===== config.mk =====
export PLATFORM = sky130hd
export DESIGN_NAME = irq_hub
export DESIGN_NICKNAME = d
export VERILOG_FILES = /design/src/rtl/irq_hub_pkg.sv /design/src/rtl/irq_tick_gen.sv /design/src/rtl/irq_tick_count.sv /design/src/rtl/irq_pend_bank.sv /design/src/rtl/irq_gate.sv /design/src/rtl/irq_hub.sv
export SDC_FILE = /design/constraint.sdc
export NUM_CORES = 1
export LEC_CHECK = 0
export ABC_AREA = 1
export BUFFER_PORTS_ARGS = -buffer_cell sky130_fd_sc_hd__buf_4
export CAP_MARGIN = 15
export CORE_MARGIN = 5
export CORE_UTILIZATION = 49
export CTS_CLUSTER_SIZE = 28
export DETAILED_ROUTE_END_ITERATION = 8
export PLACE_DENSITY = 0.76
export SETUP_SLACK_MARGIN = 0.1
export SLEW_MARGIN = 40
export SYNTH_ARGS = -nofsm -noshare
export SYNTH_HDL_FRONTEND = slang
export SYNTH_SLANG_ARGS = --single-unit
export TNS_END_PERCENT = 1

===== constraint.sdc =====
create_clock -name clk -period 2 [get_ports clk]
set_input_delay 0.2 -clock clk [delete_from_list [all_inputs] [get_ports clk]]
set_output_delay 0.2 -clock clk [all_outputs]
set_load 0.05 [all_outputs]

===== src/rtl/irq_hub_pkg.sv =====
package irq_hub_pkg;
  localparam int DATA_W    = 32;
  localparam int CNT_W     = 24;
  localparam int NUM_SRC   = 3;
  localparam int SRC_UART  = 0;
  localparam int SRC_TICK  = 1;
  localparam int SRC_AUDIO = 2;
  localparam int ARM_BIT   = 7;
  localparam int GAP_W     = DATA_W - CNT_W - NUM_SRC;

  // next tick count, wrapping at 2^CNT_W
  function automatic logic [CNT_W-1:0] cnt_step(input logic [CNT_W-1:0] cur);
    return cur + CNT_W'(1);
  endfunction

  // assemble the register read word
  function automatic logic [DATA_W-1:0] pack_word(input logic [CNT_W-1:0] cnt,
                                                  input logic [NUM_SRC-1:0] pend);
    return {cnt, {GAP_W{1'b0}}, pend};
  endfunction
endpackage


===== src/rtl/irq_tick_gen.sv =====
module irq_tick_gen #(
  parameter int TICK_DIV = 1000
) (
  input  logic clk,
  input  logic rst_n,
  output logic tick_pulse
);
  localparam int PW = (TICK_DIV > 1) ? $clog2(TICK_DIV) : 1;
  localparam logic [PW-1:0] LAST = PW'(TICK_DIV - 1);

  logic [PW-1:0] pre_q;

  assign tick_pulse = (pre_q == LAST);

  always_ff @(posedge clk) begin
    if (!rst_n)          pre_q <= '0;
    else if (tick_pulse) pre_q <= '0;
    else                 pre_q <= pre_q + PW'(1);
  end

  generate
    if (TICK_DIV > 1) begin : g_gap
      // ticks are separated by idle cycles when dividing
      p_tick_gap_r2: assert property (@(posedge clk) disable iff (!rst_n)
        tick_pulse |=> !tick_pulse);
    end
  endgenerate
endmodule


===== src/rtl/irq_tick_count.sv =====
module irq_tick_count
  import irq_hub_pkg::*;
(
  input  logic             clk,
  input  logic             rst_n,
  input  logic             tick_pulse,
  output logic [CNT_W-1:0] count
);
  logic [CNT_W-1:0] cnt_q;

  always_ff @(posedge clk) begin
    if (!rst_n)          cnt_q <= '0;
    else if (tick_pulse) cnt_q <= cnt_step(cnt_q);
  end

  assign count = cnt_q;

  // one step per tick, modulo 2^24
  p_count_step_r3: assert property (@(posedge clk) disable iff (!rst_n)
    tick_pulse |=> (cnt_q == CNT_W'($past(cnt_q) + 1'b1)));
  // no movement between ticks
  p_count_hold_r3: assert property (@(posedge clk) disable iff (!rst_n)
    !tick_pulse |=> $stable(cnt_q));
endmodule


===== src/rtl/irq_pend_bank.sv =====
module irq_pend_bank
  import irq_hub_pkg::*;
(
  input  logic               clk,
  input  logic               rst_n,
  input  logic [NUM_SRC-1:0] src_set,
  input  logic               clr_all,
  output logic [NUM_SRC-1:0] pend
);
  logic [NUM_SRC-1:0] pend_q;

  generate
    for (genvar i = 0; i < NUM_SRC; i++) begin : g_flag
      always_ff @(posedge clk) begin
        if (!rst_n)          pend_q[i] <= 1'b0;
        else if (src_set[i]) pend_q[i] <= 1'b1;
        else if (clr_all)    pend_q[i] <= 1'b0;
      end

      // a set flag survives every cycle without a clearing write
      p_pend_hold_r4: assert property (@(posedge clk) disable iff (!rst_n)
        (pend_q[i] && !clr_all) |=> pend_q[i]);
      // a pulse meeting a clearing write is not lost
      p_set_wins_r9: assert property (@(posedge clk) disable iff (!rst_n)
        (src_set[i] && clr_all) |=> pend_q[i]);
    end
  endgenerate

  assign pend = pend_q;
endmodule


===== src/rtl/irq_gate.sv =====
module irq_gate (
  input  logic clk,
  input  logic rst_n,
  input  logic wr_en,
  input  logic wr_arm,
  input  logic any_pend,
  output logic cpu_irq
);
  logic en_q;
  logic fire;

  assign fire    = en_q && any_pend;
  assign cpu_irq = fire;

  always_ff @(posedge clk) begin
    if (!rst_n)     en_q <= 1'b0;
    else if (wr_en) en_q <= wr_arm;
    else if (fire)  en_q <= 1'b0;
  end

  // a write loads the enable from bit 7
  p_en_write_r7: assert property (@(posedge clk) disable iff (!rst_n)
    wr_en |=> (en_q == $past(wr_arm)));
  // delivery consumes the enable, so the request is one cycle long
  p_oneshot_r8: assert property (@(posedge clk) disable iff (!rst_n)
    (fire && !wr_en) |=> (!en_q && !cpu_irq));
endmodule


===== src/rtl/irq_hub.sv =====
module irq_hub
  import irq_hub_pkg::*;
#(
  parameter int TICK_DIV = 1000,
  parameter int AUD_CH   = 4
) (
  input  logic              clk,
  input  logic              rst_n,
  input  logic              wr_en,
  input  logic [DATA_W-1:0] wr_data,
  output logic [DATA_W-1:0] rd_data,
  input  logic              uart_req,
  input  logic [AUD_CH-1:0] audio_req,
  output logic              cpu_irq
);
  logic               tick_pulse;
  logic [CNT_W-1:0]   tick_cnt;
  logic [NUM_SRC-1:0] src_set;
  logic [NUM_SRC-1:0] pend;
  logic               arm_write;
  logic               unused_wr;

  assign arm_write = wr_en && wr_data[ARM_BIT];
  assign unused_wr = ^wr_data;

  always_comb begin
    src_set            = '0;
    src_set[SRC_UART]  = uart_req;
    src_set[SRC_TICK]  = tick_pulse;
    src_set[SRC_AUDIO] = |audio_req;
  end

  irq_tick_gen #(.TICK_DIV(TICK_DIV)) u_tick (
    .clk(clk), .rst_n(rst_n), .tick_pulse(tick_pulse)
  );

  irq_tick_count u_cnt (
    .clk(clk), .rst_n(rst_n), .tick_pulse(tick_pulse), .count(tick_cnt)
  );

  irq_pend_bank u_pend (
    .clk(clk), .rst_n(rst_n), .src_set(src_set), .clr_all(arm_write), .pend(pend)
  );

  irq_gate u_gate (
    .clk(clk), .rst_n(rst_n), .wr_en(wr_en), .wr_arm(wr_data[ARM_BIT]),
    .any_pend(|pend), .cpu_irq(cpu_irq)
  );

  assign rd_data = pack_word(tick_cnt, pend);

  // the tick flag is pending right after every tick
  p_tick_pend_r5: assert property (@(posedge clk) disable iff (!rst_n)
    tick_pulse |=> rd_data[SRC_TICK]);
endmodule


==> flow_summary.json <==
{
  "cts_resized": 0,
  "arrival_ns": 1.90,
  "synth_xor_area_share_pct": 1.346,
  "power_switching_mw": 0.3308,
  "placeableCoreArea_sq_um": 3943,
  "io_buffers": 36,
  "clock_skew_ns": 0.003708,
  "ir_drop_mv": 0.3516,
  "hold_class": "input port to flop",
  "path_clk_slew_ns": 0.07,
  "crit_buf_inv": 0,
  "p_comb_share_pct": 6.3,
  "synth_area_leaders": "dfxtp_1 (39%), nand2_1 (12%), inv_1 (8.8%)",
  "num_rows": 23,
  "wl_per_cell_microns": 10.70,
  "synth_compound_area_share_pct": 5.769,
  "max_cap_viol_count": 0,
  "synth-seq-cells": 38,
  "synth-adder-area-share_pct": 1.282,
  "nets": 367,
  "numCtsBuffers": 5,
  "die_x_microns": 73.12,
  "dieArea_sq_um": 5346,
  "viasPerCell": 4.973,
  "gp_congestion": 0.8020,
  "leakagePower_nw": 0.9814,
  "antenna_found_initial": 0,
  "period_minus_slack_ns": 1.710,
  "slowest_stage": "dfxtp_1",
  "syn_inst": 288,
  "area_delta_synth_final_pct": 18.33,
  "drtIter0Drc": 112,
  "critPathCaptureType": "flop",
  "syn_avg_cell_area_sq_um": 6.777,
  "setup_viol": 0,
  "regArea_sq_um": 760.7,
  "swShare_pct": 23.84,
  "synth_flop_cell": "dfxtp_1",
  "grt_max_degree": 24,
  "start_kind": "flop",
  "yosysMostFrequentCell": "nand2_1",
  "cts-htree-levels": 2,
  "cts_root_buf": "clkbuf_8",
  "synth_area_sq_um": 1952,
  "vias": 1860,
  "yosysTopAreaCellShare_pct": 38.97,
  "synth-edff-count": 0,
  "grt_pass1_vias": 1718,
  "synth_top_family_by_area": "simple AND/OR/NAND/NOR gates",
  "cts_setup_buffers": 0,
  "synth_cell_types": 30,
  "grt_util_all_layers_pct": 16.93,
  "p_int_mw": 1.057,
  "tns_ns": 0,
  "num_antenna_cells": 0,
  "status": "complete, no violations",
  "cts_tree": "built",
  "grt_pass1_wl_microns": 7141,
  "fillers": 401,
  "rsz0062_at_grt": "yes",
  "clockBufferDepth": 2,
  "fmax_mhz": 585.0,
  "crit_path_max_incr_delay_ns": 0.38,
  "yosysSeqAreaShare_pct": 38.97,
  "cp_data_required_time_ns": 2.19,
  "routed_wl_microns": 4003,
  "cts-hold-fix-buffers": 0,
  "die_y_microns": 73.12,
  "crit_fanout": 14,
  "dr.pass1.iters": 5,
  "drive_gt1_share_pct": 17.90,
  "postSynth.asyncResetShare_pct": 0,
  "ys_top_cells_by_count": "nand2_1 (62), inv_1 (46), nor2_1 (43)",
  "insertion_delay_ns": 0.29,
  "num_io_pins": 73,
  "yosys_warnings": 0,
  "grt_overflow": 0,
  "muxShareOfSynthArea_pct": 0,
  "start_util_pct": 49.51,
  "final_util_pct": 58.58,
  "clock_power_share_pct": 38.1,
  "pwr_density_cell_nw_per_um2": 600.7,
  "netlist.top_cell.by_area": "dfxtp_1",
  "slew_viol_final": 0,
  "crit_type": "flop to flop",
  "drc_errors": 0,
  "synthSimpleGateAreaFrac_pct": 39.68,
  "place_hpwl_microns": 2927,
  "multi_input_area_sq_um": 957.2,
  "final.period_utilization_pct": 85.48,
  "ant_nets": 0,
  "cts.sinks": 38,
  "hold_viol": 0,
  "crit_chain": "ha_1 -> nand2_2 -> nor2_2 -> nand3_4 -> nor2_4 -> nand2_1 -> o21ai_1 -> nor2_1",
  "seqPwrFrac_pct": 55.6,
  "crit_family": "simple AND/OR/NAND/NOR gates"
}
[flip-flops by register name, summed over array words and instances (netlist names)]
name and count:
u_pend.pend 3, u_cnt.count 24, u_gate.en_q 1, u_tick.pre_q 10
[metal layers]
layer  share of wire [%]  vias to the layer above  global-route usage [%]
met4                 1.7                        0                   6.148
met5                   0                        -                       0
li1                    -                      965                       -
met1                  47                      847                   20.98
met2                  45                       41                   27.71
met3                 6.0                        7                   4.959
[final cells by class]
| class | count | share of cell area (%) |
|---|---|---|
| Timing Repair Buffer | 36 | 11.70 |
| Tap cell | 50 | 2.709 |
| Sequential cell | 38 | 32.94 |
| Inverter | 47 | 7.638 |
| Clock buffer | 6 | 3.575 |
| Multi-Input combinational cell | 197 | 41.44 |
[tightest hold or removal path, cell delays in order]
cell and delay [ns]:
buf_4 0.08, a21oi_1 0.03, nor2_1 0.07
[cell usage in the layout (no fill, tap or decap), types with 4 or more instances in the layout]
master,count
nand4_1,11
inv_1,46
clkbuf_8,6
nand3_1,23
nand2_2,4
nor2_1,43
conb_1,5
a21oi_1,16
nor2_2,4
nand2_1,62
nor3_1,7
buf_4,36
o21ai_0,4
nor2_4,4
dfxtp_1,38
[worst paths after layout]
path | from | endpoint | slack (ns) | cells past startpoint
worst max-delay path | u_tick.pre_q[0] | u_cnt.count[14] | 0.29 | 8
worst min-delay path | uart_req | u_pend.pend[0] | 0.12 | 3
worst max register to register | u_tick.pre_q[0] | u_cnt.count[14] | 0.29 | 8
worst min register to register | u_tick.pre_q[9] | u_tick.pre_q[9] | 0.46 | 2
[power groups by stage]
stage / combinational [mW] / sequential, mW / clock, mW
floorplan: 0.0609 / 0.797 / 0
global placement: 0.0864 / 0.789 / 0
CTS: 0.0876 / 0.772 / 0.545
detailed placement: 0.0877 / 0.789 / 0
finish: 0.0868 / 0.772 / 0.529
global route: 0.0957 / 0.772 / 0.574
[cells by family (layout without fill, tap and decap cells)]
logic type,after synthesis,after routing
adder cells (fa/ha/maj),2,2
flip-flops,38,38
other,1,5
AO/OA/AOI/OAI,22,22
XOR/XNOR,3,3
buffers and inverters,57,89
AND/OR/NAND/NOR,165,165
[metrics by stage]
| step | std cells | area (sq um) | hold WS, ns | power [mW] | setup slack, ns |
|---|---|---|---|---|---|
| floorplan | 292 | 1967 | 0.3174 | 0.8581 | 0.1586 |
| global placement | 368 | 2227 | 0.4089 | 0.8753 | 0.3422 |
| detailed placement | 368 | 2227 | 0.4164 | 0.8768 | 0.3030 |
| CTS | 374 | 2310 | 0.1121 | 1.404 | 0.2803 |
| global route | 374 | 2310 | 0.1461 | 1.443 | 0.08491 |
| finish | 374 | 2310 | 0.1165 | 1.387 | 0.2905 |
Power figures use the tool's default switching activity.
